===== src/rtl/spi_rw_pkg.sv =====
package spi_rw_pkg;
  localparam int BYTE_W = 8;
  localparam int PTR_W  = 7;

  typedef enum logic [1:0] {
    FR_HEAD = 2'd0,
    FR_PTR  = 2'd1,
    FR_DATA = 2'd2,
    FR_SKIP = 2'd3
  } frame_st_e;

  function automatic logic [BYTE_W-1:0] reg_default(input logic [BYTE_W-1:0] seed, input int idx);
    return seed ^ BYTE_W'(idx);
  endfunction
endpackage


===== src/rtl/spi_pin_sync.sv =====
module spi_pin_sync #(
  parameter int STAGES = 2
) (
  input  logic clk,
  input  logic rst_n,
  input  logic cs_n_pin,
  input  logic sclk_pin,
  input  logic sdi_pin,
  output logic cs_high,
  output logic sclk_rise,
  output logic sdi_bit,
  output logic mode_latched
);
  logic [STAGES-1:0] cs_sr, sclk_sr, sdi_sr;
  logic cs_prev, sclk_prev;

  // Select chain resets low so a pin tied low never looks like a falling edge.
  always_ff @(posedge clk or negedge rst_n) begin
    if (!rst_n) begin
      cs_sr     <= '0;
      sclk_sr   <= '0;
      sdi_sr    <= '0;
      cs_prev   <= 1'b0;
      sclk_prev <= 1'b0;
    end else begin
      cs_sr     <= {cs_sr[STAGES-2:0], cs_n_pin};
      sclk_sr   <= {sclk_sr[STAGES-2:0], sclk_pin};
      sdi_sr    <= {sdi_sr[STAGES-2:0], sdi_pin};
      cs_prev   <= cs_sr[STAGES-1];
      sclk_prev <= sclk_sr[STAGES-1];
    end
  end

  logic cs_fall;
  assign cs_fall   = cs_prev & ~cs_sr[STAGES-1];
  assign cs_high   = cs_sr[STAGES-1];
  assign sclk_rise = ~sclk_prev & sclk_sr[STAGES-1];
  assign sdi_bit   = sdi_sr[STAGES-1];

  always_ff @(posedge clk or negedge rst_n) begin
    if (!rst_n)       mode_latched <= 1'b0;
    else if (cs_fall) mode_latched <= 1'b1;
  end


  mode_sticky_chk: assert property (@(posedge clk) disable iff (!rst_n)
    mode_latched |=> mode_latched);

  mode_needs_fall_chk: assert property (@(posedge clk) disable iff (!rst_n)
    $rose(mode_latched) |-> $past(cs_prev) && !$past(cs_sr[STAGES-1]));
endmodule


===== src/rtl/spi_frame_decoder.sv =====
module spi_frame_decoder
  import spi_rw_pkg::*;
#(
  parameter logic [PTR_W-1:0] DEV_ADDR = 7'b0010000
) (
  input  logic              clk,
  input  logic              rst_n,
  input  logic              enable,
  input  logic              cs_high,
  input  logic              sclk_rise,
  input  logic              sdi_bit,
  output logic              wr_valid,
  input  logic              wr_ready,
  output logic [PTR_W-1:0]  wr_addr,
  output logic [BYTE_W-1:0] wr_data
);
  localparam int CNT_W = $clog2(BYTE_W);

  frame_st_e          st_q;
  logic [CNT_W-1:0]   cnt_q;
  logic [BYTE_W-1:0]  sh_q;
  logic [PTR_W-1:0]   ptr_q;
  logic               inc_q;

  logic               bit_en, byte_done;
  logic [BYTE_W-1:0]  sh_next;

  assign bit_en    = enable & ~cs_high & sclk_rise;
  assign sh_next   = {sh_q[BYTE_W-2:0], sdi_bit};
  assign byte_done = bit_en && (cnt_q == CNT_W'(BYTE_W-1));

  always_ff @(posedge clk or negedge rst_n) begin
    if (!rst_n) begin
      st_q  <= FR_HEAD;
      cnt_q <= '0;
      sh_q  <= '0;
      ptr_q <= '0;
      inc_q <= 1'b0;
    end else if (cs_high) begin
      st_q  <= FR_HEAD;
      cnt_q <= '0;
    end else if (bit_en) begin
      cnt_q <= cnt_q + 1'b1;
      sh_q  <= sh_next;
      if (byte_done) begin
        unique case (st_q)
          FR_HEAD: st_q <= (sh_next[BYTE_W-1:1] == DEV_ADDR && !sh_next[0]) ? FR_PTR : FR_SKIP;
          FR_PTR: begin
            ptr_q <= sh_next[PTR_W-1:0];
            inc_q <= sh_next[BYTE_W-1];
            st_q  <= FR_DATA;
          end
          FR_DATA: if (inc_q) ptr_q <= ptr_q + 1'b1;
          FR_SKIP: st_q <= FR_SKIP;
        endcase
      end
    end
  end

  // Write channel: valid is held until the bank takes it.
  always_ff @(posedge clk or negedge rst_n) begin
    if (!rst_n) begin
      wr_valid <= 1'b0;
      wr_addr  <= '0;
      wr_data  <= '0;
    end else if (byte_done && st_q == FR_DATA && !cs_high) begin
      wr_valid <= 1'b1;
      wr_addr  <= ptr_q;
      wr_data  <= sh_next;
    end else if (wr_ready) begin
      wr_valid <= 1'b0;
    end
  end


  write_only_in_data_chk: assert property (@(posedge clk) disable iff (!rst_n)
    $rose(wr_valid) |-> st_q == FR_DATA);

  frame_restart_chk: assert property (@(posedge clk) disable iff (!rst_n)
    cs_high |=> cnt_q == '0 && st_q == FR_HEAD);

  ptr_step_chk: assert property (@(posedge clk) disable iff (!rst_n)
    (byte_done && st_q == FR_DATA && inc_q) |=> ptr_q == $past(ptr_q) + 1'b1);

  ptr_hold_chk: assert property (@(posedge clk) disable iff (!rst_n)
    (byte_done && st_q == FR_DATA && !inc_q) |=> $stable(ptr_q));

  wr_hold_chk: assert property (@(posedge clk) disable iff (!rst_n)
    (wr_valid && !wr_ready) |=> wr_valid && $stable(wr_addr) && $stable(wr_data));
endmodule


===== src/rtl/spi_reg_bank.sv =====
module spi_reg_bank
  import spi_rw_pkg::*;
#(
  parameter int                NUM_REGS  = 8,
  parameter logic [BYTE_W-1:0] DFLT_SEED = 8'hA0
) (
  input  logic                       clk,
  input  logic                       rst_n,
  input  logic                       defaults_req,
  input  logic                       wr_valid,
  output logic                       wr_ready,
  input  logic [PTR_W-1:0]           wr_addr,
  input  logic [BYTE_W-1:0]          wr_data,
  output logic [NUM_REGS*BYTE_W-1:0] reg_image
);
  logic [BYTE_W-1:0] regs_q [NUM_REGS];

  assign wr_ready = 1'b1;

  for (genvar i = 0; i < NUM_REGS; i++) begin : g_reg
    logic hit;
    assign hit = wr_valid && wr_ready && (int'(wr_addr) == i);
    always_ff @(posedge clk or negedge rst_n) begin
      if (!rst_n)            regs_q[i] <= reg_default(DFLT_SEED, i);
      else if (defaults_req) regs_q[i] <= reg_default(DFLT_SEED, i);
      else if (hit)          regs_q[i] <= wr_data;
    end
    assign reg_image[i*BYTE_W +: BYTE_W] = regs_q[i];


    dflt_restore_chk: assert property (@(posedge clk) disable iff (!rst_n)
      defaults_req |=> regs_q[i] == reg_default(DFLT_SEED, i));
  end


  out_of_range_chk: assert property (@(posedge clk) disable iff (!rst_n)
    (wr_valid && int'(wr_addr) >= NUM_REGS && !defaults_req) |=> $stable(reg_image));
endmodule


===== src/rtl/spi_regwrite_port.sv =====
module spi_regwrite_port
  import spi_rw_pkg::*;
#(
  parameter int                NUM_REGS    = 8,
  parameter logic [PTR_W-1:0]  DEV_ADDR    = 7'b0010000,
  parameter logic [BYTE_W-1:0] DFLT_SEED   = 8'hA0,
  parameter int                SYNC_STAGES = 2
) (
  input  logic                       clk,
  input  logic                       rst_n,
  input  logic                       spi_cs_n,
  input  logic                       spi_sclk,
  input  logic                       spi_sdi,
  input  logic                       defaults_req,
  output logic                       spi_mode,
  output logic [NUM_REGS*BYTE_W-1:0] reg_image
);
  logic cs_high, sclk_rise, sdi_bit;
  logic wr_valid, wr_ready;
  logic [PTR_W-1:0]  wr_addr;
  logic [BYTE_W-1:0] wr_data;

  spi_pin_sync #(.STAGES(SYNC_STAGES)) u_sync (
    .clk(clk), .rst_n(rst_n),
    .cs_n_pin(spi_cs_n), .sclk_pin(spi_sclk), .sdi_pin(spi_sdi),
    .cs_high(cs_high), .sclk_rise(sclk_rise), .sdi_bit(sdi_bit),
    .mode_latched(spi_mode)
  );

  spi_frame_decoder #(.DEV_ADDR(DEV_ADDR)) u_dec (
    .clk(clk), .rst_n(rst_n), .enable(spi_mode),
    .cs_high(cs_high), .sclk_rise(sclk_rise), .sdi_bit(sdi_bit),
    .wr_valid(wr_valid), .wr_ready(wr_ready),
    .wr_addr(wr_addr), .wr_data(wr_data)
  );

  spi_reg_bank #(.NUM_REGS(NUM_REGS), .DFLT_SEED(DFLT_SEED)) u_bank (
    .clk(clk), .rst_n(rst_n), .defaults_req(defaults_req),
    .wr_valid(wr_valid), .wr_ready(wr_ready),
    .wr_addr(wr_addr), .wr_data(wr_data),
    .reg_image(reg_image)
  );


  no_write_while_deselected_chk: assert property (@(posedge clk) disable iff (!rst_n)
    (cs_high && !wr_valid) |=> !wr_valid);
endmodule


===== config.mk =====
export PLATFORM = sky130hd
export DESIGN_NAME = spi_regwrite_port
export DESIGN_NICKNAME = d
export VERILOG_FILES = /design/src/rtl/spi_rw_pkg.sv /design/src/rtl/spi_pin_sync.sv /design/src/rtl/spi_frame_decoder.sv /design/src/rtl/spi_reg_bank.sv /design/src/rtl/spi_regwrite_port.sv
export SDC_FILE = /design/constraint.sdc
export NUM_CORES = 1
export LEC_CHECK = 0
export ABC_AREA = 1
export ABC_CLOCK_PERIOD_IN_PS = 2000
export BUFFER_PORTS_ARGS = -buffer_cell sky130_fd_sc_hd__buf_2
export CAP_MARGIN = 20
export CELL_PAD_IN_SITES_DETAIL_PLACEMENT = 0
export CELL_PAD_IN_SITES_GLOBAL_PLACEMENT = 1
export CORE_ASPECT_RATIO = 0.75
export CORE_UTILIZATION = 30
export DETAILED_ROUTE_END_ITERATION = 10
export GPL_ROUTABILITY_DRIVEN = 0
export GPL_TIMING_DRIVEN = 0
export PLACE_DENSITY = 0.55
export SETUP_SLACK_MARGIN = 0.15
export SYNTH_ARGS = -nofsm -noshare
export SYNTH_HDL_FRONTEND = slang
export SYNTH_SLANG_ARGS = --single-unit

===== constraint.sdc =====
create_clock -name clk -period 2 [get_ports clk]
set_input_delay 0.2 -clock clk [delete_from_list [all_inputs] [get_ports clk]]
set_output_delay 0.2 -clock clk [all_outputs]
set_load 0.01 [all_outputs]

==> summary.md, run 1 <==
| Metric | Value |
|---|---|
| Net Count, Synth | `556` |
| Slew Limit Fails | `0` |
| Netlist cell types | `22` |
| RSZ-0062 raised after global routing | `true` |
| Post-Synth XOR/XNOR Area | `0%` |
| WHS Path Cells | `4` |
| Critical Path Source Type | `flip-flop` |
| Crit Path Category | `reg2reg` |
| F_max | `598 MHz` |
| Routed via count | `3776` |
| Diodes inserted | `0` |
| CP max stage cell | `dfrtp_1` |
| Tcrit/Tclk final | `83.6%` |
| Number of flops mapped to enable cells by yosys | `0` |
| Htree depth | `3` |
| Start point of the worst min-delay path | `defaults_req` |
| TritonCTS clock tree | `built` |
| Crit Path Max Fanout | `10` |
| Nature of the critical path endpoint | `flip-flop` |
| Mux cell area share after synthesis | `0%` |
| Type of the worst min-delay path | `in2reg` |
| Total Power | `4500 uW` |
| DR iter-0 viols | `200` |
| Fraction of layout cells with a size suffix above 1 | `22.9%` |
| Largest net degree at the start of global routing | `67` |
| Post-layout minimum cycle time | `1.67 ns` |
| CTS buffer count | `9` |
| Gate Count Post-Synth | `544` |
| Buffers on Ports | `69` |
| Post-synthesis compound-gate area fraction | `3.57%` |
| Maximum capacitance violations | `0` |
| CP top delay family | `adder cells` |
| CP max stage delay | `0.40 ns` |
| DRC viols | `0` |
| Worst flop-to-flop path startpoint | `u_dec.cnt_q[0]` |
| Synth Area in Simple Gates | `30.5%` |
| Site Rows | `39` |
| Status | `complete, no violations` |
| Post-synthesis sequential area ratio | `58.8%` |
| Initial Util | `30.7%` |
| Final nets | `641` |
| Max_slew headroom | `31.8%` |
| Clk_skew | `0.00737 ns` |
| R2R cell count | `7` |
| First-pass GRT wire length | `20.5 mm` |
| Pwr/cell area | `796 nW/um2` |
| Ys flop type | `dfrtp_1` |
| TritonRoute pass-1 iters | `4` |
| Vias in the first global route | `3695` |
| Clock buffer depth | `2` |
| Die height | `110 um` |
| Clk pin slew, worst setup/hold paths | `0.07 ns` |
| Tot GR Track Use | `16.7%` |
| Total grt overflow | `0` |
| CP startpoint | `u_dec.cnt_q[0]` |
| Filler cells | `1582` |
| CP endpoint | `u_dec.wr_data[3]` |
| Final count of negative-setup-slack endpoints | `0` |
| Yosys Warn Count | `0` |
| ANT nets after route | `0` |
| Flops & latches, synth | `109` |
| Worst-skew pair later-pin latency | `0.35 ns` |
| Die ar. | `16200 um2` |
| Crit path DAT | `1.90 ns` |
| Largest family of logic cells by synthesized area | `simple AND/OR/NAND/NOR gates` |
| DR vias/cell | `4.50` |
| Register-to-register setup slack | `0.33 ns` |
| # IOs | `71` |
| P&R area growth vs syn | `20.3%` |
| WL/cell | `14.9 um` |
| Cells along the critical path | `ha_1 -> ha_1 -> nand3_1 -> inv_1 -> nand2_1 -> clkbuf_2 -> o21ai_0` |
| Worst path depth | `7` |
| Worst IR Drop VDD | `0.376 mV` |
| Mapped Area | `4690 um2` |
| Least-Margin Pin Slew | `1.02 ns` |
| DP Wirelength | `9.07 mm` |
| CTS Root Cell | `clkbuf_16` |
| Leak Pwr | `0.00298 uW` |
| Final wirelength | `12.5 mm` |
| Layout Utilization | `37.0%` |
| Reg2reg end | `u_dec.wr_data[3]` |
| Yosys top cell area share | `43.2%` |
| CTS Sinks | `109` |
| Core area | `15300 um2` |
| Area leader, netlist | `dfrtp_1` |
| Setup bufs post-CTS | `0` |
| Initial antenna violation count | `0` |
| Setup_tns | `0 ns` |
| Most common cell type on the critical path | `ha_1` |
| WP data required | `2.23 ns` |
| FFs w/ async S/R, synth | `100%` |
| Ranking of synthesized cells by area | `dfrtp_1 (43%), nand2_1 (17%), dfstp_2 (16%)` |
| Die width | `146 um` |
| Synth Area in Adders | `1.60%` |
| Worst Path Buf+Inv | `2` |
| Hold Vio Cnt, Final | `0` |
| Syn avg cell area | `8.63 um2` |
-- tightest hold or removal path, delay by kind of cell --
kind,cells,cell delay (ns)
buf+inv,1,0.18
simple gates,3,0.27
-- layout make-up --
cell class | count | area [um2] | area share [%]
Clock buffer | 10 | 229 | 4.05
Clock inverter | 6 | 47.5 | 0.842
Buffer | 16 | 88.8 | 1.57
Timing Repair Buffer | 74 | 415 | 7.35
Inverter | 45 | 169 | 2.99
Sequential cell | 109 | 2760 | 48.9
Tap cell | 205 | 256 | 4.54
Multi-Input combinational cell | 374 | 1680 | 29.7
-- per-layer routing --
layer,GRT usage (%),vias to the layer above,wire [um]
met4,3.79,0,119
met1,25.3,1806,6840
li1,-,1895,-
met5,0,-,0
met2,24.0,66,5070
met3,3.70,9,487
-- cells in the mapped netlist (2+ instances only) --
master      n
o21ai_0    32
ha_1        6
clkbuf_1    4
dfstp_2    28
buf_2       5
nand2_4     3
or2_2       3
buf_4       5
dfrtp_1    81
inv_1      43
nand2_1   208
nor2_1     24
nor3_2      2
nand2_2    11
nand3_1    82
-- flip-flops by register name, indices dropped and copies added (netlist names) --
signal	count
u_bank.reg_image	64
u_dec.wr_data	8
u_dec.ptr_q	7
u_dec.sh_q	7
u_dec.wr_addr	7
u_dec.cnt_q	3
u_dec.st_q	2
u_sync.cs_sr	2
u_sync.sclk_sr	2
u_sync.sdi_sr	2
u_dec.inc_q	1
u_dec.wr_valid	1
u_sync.cs_prev	1
u_sync.mode_latched	1
u_sync.sclk_prev	1
-- power breakdown --
part	switching (uW)	internal, uW	leakage (uW)
clock network	847	858	0.000129
registers	66.2	2340	0.00140
logic	259	131	0.00146
total	1170	3320	0.00298
-- metrics by stage --
| step | cell area (um2) | setup WS [ns] | cells | hold WS [ns] |
|---|---|---|---|---|
| finish | 5650 | 0.328 | 839 | 0.337 |
| CTS | 5640 | 0.219 | 839 | 0.337 |
| global placement | 5300 | -0.617 | 818 | 0.308 |
| global route | 5650 | 0.134 | 839 | 0.371 |
| detailed placement | 5330 | 0.244 | 819 | 0.246 |
| floorplan | 4690 | 0.597 | 544 | -0.0956 |
-- placed cells by master, fill, tap and decap left out, types with 2 or more instances in the layout --
master and n:
clkinvlp_4 2, clkinv_1 2, clkbuf_16 9, dfrtp_1 81, buf_2 72, nand2_2 11, nor2_1 23, dfstp_2 28
clkbuf_1 5, ha_1 6, inv_1 43, nor3_2 2, dlygate4sd3_1 4, nand2_4 3, buf_4 6, nand2_1 208
or2_2 3, o21ai_0 32, nand3_1 82, nor2_2 2
-- worst min-delay path by stage --
stage	to	slack, ns
finish	u_bank.reg_image[48]	0.34
global route	u_sync.sclk_sr[1]	0.37
CTS	u_bank.reg_image[0]	0.34
detailed placement	u_bank.reg_image[20]	0.25
global placement	u_sync.sclk_sr[0]	0.31
floorplan	u_bank.reg_image[0]	-0.1
-- cell families after synthesis --
group | count (synthesis)
AO/OA/AOI/OAI | 33
buffers and inverters | 61
flip-flops | 109
AND/OR/NAND/NOR | 335
adder cells (fa/ha/maj) | 6
-- what timing repair did --
action | 4_1_cts | 5_1_grt
endpoints found under the hold margin | 44 | 0
resized for setup | 0 | 2
hold buffers | 4 | 0
endpoints found under the setup margin | 0 | 6
Power figures use the tool's default switching activity.
==> inputs of run 2 (changes only) <==
--- a/config.mk
+++ b/config.mk
@@ -6,7 +6,7 @@
 export NUM_CORES = 1
 export LEC_CHECK = 0
 export ABC_AREA = 1
-export ABC_CLOCK_PERIOD_IN_PS = 2000
+export ABC_CLOCK_PERIOD_IN_PS = 1700
 export BUFFER_PORTS_ARGS = -buffer_cell sky130_fd_sc_hd__buf_2
 export CAP_MARGIN = 20
 export CELL_PAD_IN_SITES_DETAIL_PLACEMENT = 0
==> constraint.sdc (replaced) <==
create_clock -name clk -period 1.7 [get_ports clk]
set_input_delay 0.17 -clock clk [delete_from_list [all_inputs] [get_ports clk]]
set_output_delay 0.17 -clock clk [all_outputs]
set_load 0.01 [all_outputs]
==> run 2 against run 1 <==
Sequential power up 18%. Critical endpoint is now u_bank.reg_image[60]. Wire length up 0.74%. Register-to-register slack worse by 0.09 ns. Largest power group unchanged. Sequential share of layout area fell by 0.70 points. Clock-buffer cell count unchanged. Highest routed layer unchanged. Hold slack worse by 0.038 ns. Cell count grew 0.24%. Critical path depth did not move. Die area unchanged. Clock skew down 0.0012 ns. Global-route usage about the same. Clock power is 18% higher.
==> summary.md, run 2 (same netlist as run 1, synthesis figures left out) <==
| Metric | Value |
|---|---|
| CTS buffer count | `9` |
| Crit Path Category | `reg2reg` |
| Area of the multi-input gates | `1730 um2` |
| Buffers on Ports | `69` |
| Clock buffer depth | `2` |
| Cells after DPL | `819` |
| Hold slack | `0.299 ns` |
| Leak Pwr | `0.00302 uW` |
| Worst IR Drop VDD | `0.444 mV` |
| Least-Margin Pin Slew | `1.00 ns` |
| Type of the worst min-delay path | `in2reg` |
| Crit Path Max Fanout | `10` |
| Die ar. | `16200 um2` |
| Die height | `110 um` |
| WP data required | `1.99 ns` |
| TritonCTS clock tree | `built` |
| Tot GR Track Use | `16.7%` |
| DP Wirelength | `9.07 mm` |
| Crit path DAT | `1.76 ns` |
| Initial Util | `30.7%` |
| Post-layout minimum cycle time | `1.46 ns` |
| RSZ-0062 raised after global routing | `true` |
| Nature of the critical path endpoint | `flip-flop` |
| Htree depth | `3` |
| Die width | `146 um` |
| DR vias/cell | `4.53` |
| Register-to-register setup slack | `0.24 ns` |
| Clk pin slew, worst setup/hold paths | `0.07 ns` |
| Worst-skew pair later-pin latency | `0.35 ns` |
| Layout Utilization | `37.5%` |
| Core area | `15300 um2` |
| P&R area growth vs syn | `22.1%` |
| Total grt overflow | `0` |
| Post-Layout Cell Count | `841` |
| WL/cell | `15.0 um` |
| Final wirelength | `12.6 mm` |
| Clk_skew | `0.00617 ns` |
| Largest net degree at the start of global routing | `67` |
| CTS Sinks | `109` |
| Pwr/cell area | `923 nW/um2` |
| TritonRoute pass-1 iters | `5` |
| Vias in the first global route | `3690` |
| Initial antenna violation count | `0` |
| Critical Path Source Type | `flip-flop` |
| Reg area | `2760 um2` |
| Diodes inserted | `0` |
| Slew Limit Fails | `0` |
| Filler cells | `1575` |
| Commonest non-fill, non-tap cell in the layout | `nand2_1` |
| CTS Root Cell | `clkbuf_16` |
| ANT nets after route | `0` |
| F_max | `683 MHz` |
| Max_slew headroom | `32.8%` |
| Maximum capacitance violations | `0` |
| Fraction of layout cells with a size suffix above 1 | `24.7%` |
| Hold Vio Cnt, Final | `0` |
| Status | `complete, no violations` |
| Commonest cells after routing, fill and taps aside | `nand2_1 (206), dfrtp_1 (81), nand3_1 (80)` |
| Site Rows | `39` |
| Max FFs per register | `64` |
| # IOs | `71` |
| DRC viols | `0` |
| Final nets | `643` |
| Routed via count | `3808` |
| DR iter-0 viols | `225` |
| First-pass GRT wire length | `20.5 mm` |
| Final count of negative-setup-slack endpoints | `0` |
| Tcrit/Tclk final | `86.1%` |
## run 2: cell types whose count changed in the layout (fill, tap and decap cells not counted), moves of 2 or more
| cell | delta |
|---|---|
| inv_1 | -2 |
| nand3_1 | -2 |
| buf_6 | +2 |
| nand3_2 | +2 |
| buf_4 | +2 |
| nand2_1 | -2 |
| nand2_4 | +2 |
| inv_2 | +2 |
| ha_1 | -2 |
## run 2: timing repair
action	in CTS	in global routing
hold buffers	4	0
endpoints found under the setup margin	23	62
buffers inserted	0	2
resized for setup	8	14
hold endpoints to repair	44	0
pin swaps	0	1
## run 2: power by group
group	internal, uW	total, uW	switching [uW]
logic	157	465	308
clock network	1010	2000	993
registers	2750	2820	76.4
## run 2: final cells by class
| type | instances | share of cell area [%] |
|---|---|---|
| Sequential cell | 109 | 48.2 |
| Multi-Input combinational cell | 374 | 30.1 |
| Timing Repair Buffer | 76 | 7.51 |
| Tap cell | 205 | 4.48 |
| Clock buffer | 10 | 4.00 |
| Inverter | 45 | 2.95 |
| Buffer | 16 | 1.90 |
| Clock inverter | 6 | 0.830 |
## run 2: critical path: stages, from the launching register on
cell,delay (ns)
dfrtp_1,0.39
nor2_1,0.10
nand2_1,0.14
nor2_1,0.23
nand2_2,0.23
inv_1,0.16
nand2_1,0.06
nand2_1,0.10
## run 2: metal layers
metal	share of wire, %	vias to the layer above	GRT usage [%]
met1	55	1833	25.3
met3	4.0	9	3.70
li1	-	1898	-
met2	41	68	24.0
met5	0	-	0
met4	0.94	0	3.79
## run 2: final timing paths
path,endpoint,cells after the start,from
setup / recovery,u_bank.reg_image[60],7,u_dec.wr_addr[5]
hold / removal,u_bank.reg_image[48],4,defaults_req
min in group asynchronous,u_bank.reg_image[20],2,rst_n
max in group asynchronous,u_bank.reg_image[42],3,rst_n
setup reg to reg,u_bank.reg_image[60],7,u_dec.wr_addr[5]
hold reg to reg,u_sync.sclk_sr[1],0,u_sync.sclk_sr[0]
## run 2: through the flow
step	setup TNS, ns	setup slack, ns	power [uW]	instance area [um2]
global route	0	0.0713	5550	5730
floorplan	0	0.297	3100	4690
detailed placement	-0.156	-0.0561	3340	5330
global placement	-78.82	-0.887	3320	5300
CTS	0	0.0691	5380	5670
finish	0	0.236	5290	5730
==> inputs of run 3 (changes only) <==
--- a/config.mk
+++ b/config.mk
@@ -5,7 +5,7 @@
 export SDC_FILE = /design/constraint.sdc
 export NUM_CORES = 1
 export LEC_CHECK = 0
-export ABC_AREA = 1
+export ABC_AREA = 0
 export ABC_CLOCK_PERIOD_IN_PS = 1700
 export BUFFER_PORTS_ARGS = -buffer_cell sky130_fd_sc_hd__buf_2
 export CAP_MARGIN = 20
@@ -16,7 +16,7 @@
 export DETAILED_ROUTE_END_ITERATION = 10
 export GPL_ROUTABILITY_DRIVEN = 0
 export GPL_TIMING_DRIVEN = 0
-export PLACE_DENSITY = 0.55
+export PLACE_DENSITY = 0.53
 export SETUP_SLACK_MARGIN = 0.15
 export SYNTH_ARGS = -nofsm -noshare
 export SYNTH_HDL_FRONTEND = slang
==> run 3 against run 2 <==
Worst setup slack lost 0.22 ns. First-iteration DRC count decreased by 36%. Register-to-register slack got worse by 0.22 ns. Cell area rose by 15%. Largest power group unchanged.
==> summary.md, run 3 <==
| Metric | Value |
|---|---|
| TritonRoute pass-1 iters | `4` |
| P&R area growth vs syn | `42.4%` |
| Maximum capacitance violations | `0` |
| Pwr/cell area | `785 nW/um2` |
| Core area | `14700 um2` |
| DR vias/cell | `4.68` |
| Post-layout minimum cycle time | `1.68 ns` |
| Mapped Area | `4620 um2` |
| Clk_skew | `0.00690 ns` |
| FFs w/ async S/R, synth | `100%` |
| DP Wirelength | `8.00 mm` |
| CTS buffer count | `9` |
| Post-Layout Cell Count | `725` |
| Diodes inserted | `0` |
| Vias in the first global route | `3400` |
| Final count of negative-setup-slack endpoints | `0` |
| First-pass GRT wire length | `19.5 mm` |
| DRC viols | `0` |
| Routed via count | `3393` |
| ANT nets after route | `0` |
| Cells after DPL | `668` |
| CTS Sinks | `109` |
| Hold slack | `0.351 ns` |
| Initial Util | `31.3%` |
| Combinational Power Share | `5.0%` |
| Gate Count Post-Synth | `398` |
| Worst IR Drop VDD | `0.545 mV` |
| # IOs | `71` |
| Number of flops mapped to enable cells by yosys | `0` |
| DR iter-0 viols | `144` |
| Yosys Warn Count | `0` |
| Nature of the critical path endpoint | `flip-flop` |
| Leak Pwr | `0.00300 uW` |
| Crit Path Max Fanout | `8` |
| Max_slew headroom | `39.1%` |
| Final nets | `532` |
| Tot GR Track Use | `16.3%` |
| Ranking of synthesized cells by area | `dfrtp_1 (44%), dfstp_2 (16%), mux2i_1 (8.2%)` |
| F_max | `594 MHz` |
| Post-synthesis sequential area ratio | `59.8%` |
| Slew Limit Fails | `0` |
| Status | `complete, no violations` |
| Commonest non-fill, non-tap cell in the layout | `dfrtp_1` |
| Netlist cell types | `41` |
| Least-Margin Pin Slew | `0.913 ns` |
| Total grt overflow | `0` |
| Clk pin slew, worst setup/hold paths | `0.07 ns` |
| Pint | `3900 uW` |
| Net Count, Synth | `410` |
| Critical Path Source Type | `flip-flop` |
| Worst-skew pair later-pin latency | `0.34 ns` |
| Most common cell in the netlist | `dfrtp_1` |
| Flops & latches, synth | `109` |
| CTS Root Cell | `clkbuf_16` |
| Die ar. | `15900 um2` |
| Ys flop type | `dfrtp_1` |
| Register share of total power | `53.0%` |
| Design Area, Final | `6580 um2` |
| WP data required | `1.92 ns` |
| Crit Path Category | `reg2reg` |
| Site Rows | `38` |
| Commonest cells in the netlist | `dfrtp_1 (81), nor2_1 (53), mux2i_1 (38)` |
| Sw frac | `24.4%` |
| Yosys top cell area share | `43.9%` |
| Post-DP Area | `5260 um2` |
| Fraction of layout cells with a size suffix above 1 | `48.2%` |
| Initial antenna violation count | `0` |
| Syn avg cell area | `11.6 um2` |
| Clk pwr share | `42.0%` |
| Switch Pwr | `1260 uW` |
| RSZ-0062 raised after global routing | `true` |
| Tcrit/Tclk final | `99.0%` |
| Hold Vio Cnt, Final | `0` |
| Final wirelength | `12.5 mm` |
| TritonCTS clock tree | `built` |
| Clock buffer depth | `2` |
| Die height | `109 um` |
| Max FFs per register | `64` |
| Area leader, netlist | `dfrtp_1` |
| Die width | `145 um` |
| Commonest cells after routing, fill and taps aside | `dfrtp_1 (79), buf_2 (70), nor2_1 (53)` |
| Crit path DAT | `1.90 ns` |
| Htree depth | `3` |
| Type of the worst min-delay path | `reg2reg` |
| Largest net degree at the start of global routing | `58` |
| WL/cell | `17.2 um` |
| Buffers on Ports | `69` |
==> run 3: cells by family (layout without fill, tap and decap cells) <==
family / Yosys count / count (layout) / synth area share, %
and+or+nand+nor: 140 / 140 / 15.3
DFF: 109 / 109 / 59.8
muxes: 55 / 55 / 12.4
AOI/OAI and AO/OA: 54 / 54 / 6.26
buffers and inverters: 34 / 161 / 4.63
adders and majority gates: 6 / 6 / 1.63
==> run 3: power by group through the flow <==
stage	logic (uW)	registers [uW]	clock network (uW)
4_1_cts	245	2740	2250
3_5_place_dp	212	2780	0
3_3_place_gp	199	2780	0
2_1_floorplan	110	2740	0
6_report	257	2740	2170
5_1_grt	290	2750	2350
==> run 3: what timing repair did <==
item / CTS / global route
pin swaps: 8 / 13
endpoints found under the setup margin: 79 / 93
gates resized for setup: 51 / 86
hold endpoints to repair: 52 / 0
buffers inserted: 20 / 10
cloned: 5 / 2
hold buffers: 4 / 0
==> run 3: per-stage QoR <==
stage	total power, uW	TNS, ns	utilization, %	setup WS (ns)
detailed placement	2990	-2.16	35.7	-0.111
CTS	5230	0	41.5	0.0262
global placement	2980	-78.61	35.5	-0.876
floorplan	2850	0	-	0.139
finish	5170	0	44.6	0.0163
global route	5390	-1.10	44.6	-0.0794
==> run 3: final timing paths <==
path	from	endpoint	slack (ns)	depth (start not counted)
setup reg to reg	u_dec.wr_addr[5]	u_bank.reg_image[1]	0.02	6
min in group asynchronous	rst_n	u_bank.reg_image[2]	0.43	2
max in group asynchronous	rst_n	u_bank.reg_image[53]	0.48	3
hold reg to reg	u_sync.cs_sr[0]	u_sync.cs_sr[1]	0.35	0
hold / removal	u_sync.cs_sr[0]	u_sync.cs_sr[1]	0.35	0
setup / recovery	u_dec.wr_addr[5]	u_bank.reg_image[1]	0.02	6
==> run 3: worst max-delay path: stages, from the launching register on <==
cell	delay, ns
dfrtp_1	0.40
nor4b_4	0.29
buf_6	0.16
and4bb_2	0.27
buf_8	0.15
mux2i_2	0.21
nor2_1	0.06
==> run 3: area by class of cell <==
| class | count | area, um2 |
|---|---|---|
| sequential | 109 | 2770 |
| inverter | 7 | 26.3 |
| fill | 1409 | 8160 |
| clock inverter | 7 | 82.6 |
| multi-input combinational | 255 | 2100 |
| timing repair buffer | 111 | 858 |
| buffer | 27 | 265 |
| clock buffer | 9 | 225 |
| tap | 200 | 250 |
==> run 3: per-layer routing <==
metal	vias to the layer above	GRT usage [%]	routed length, um
met5	-	0	0
met4	0	3.61	98
met3	9	3.73	458
met2	57	24.0	5410
met1	1708	24.1	6510
li1	1619	-	-
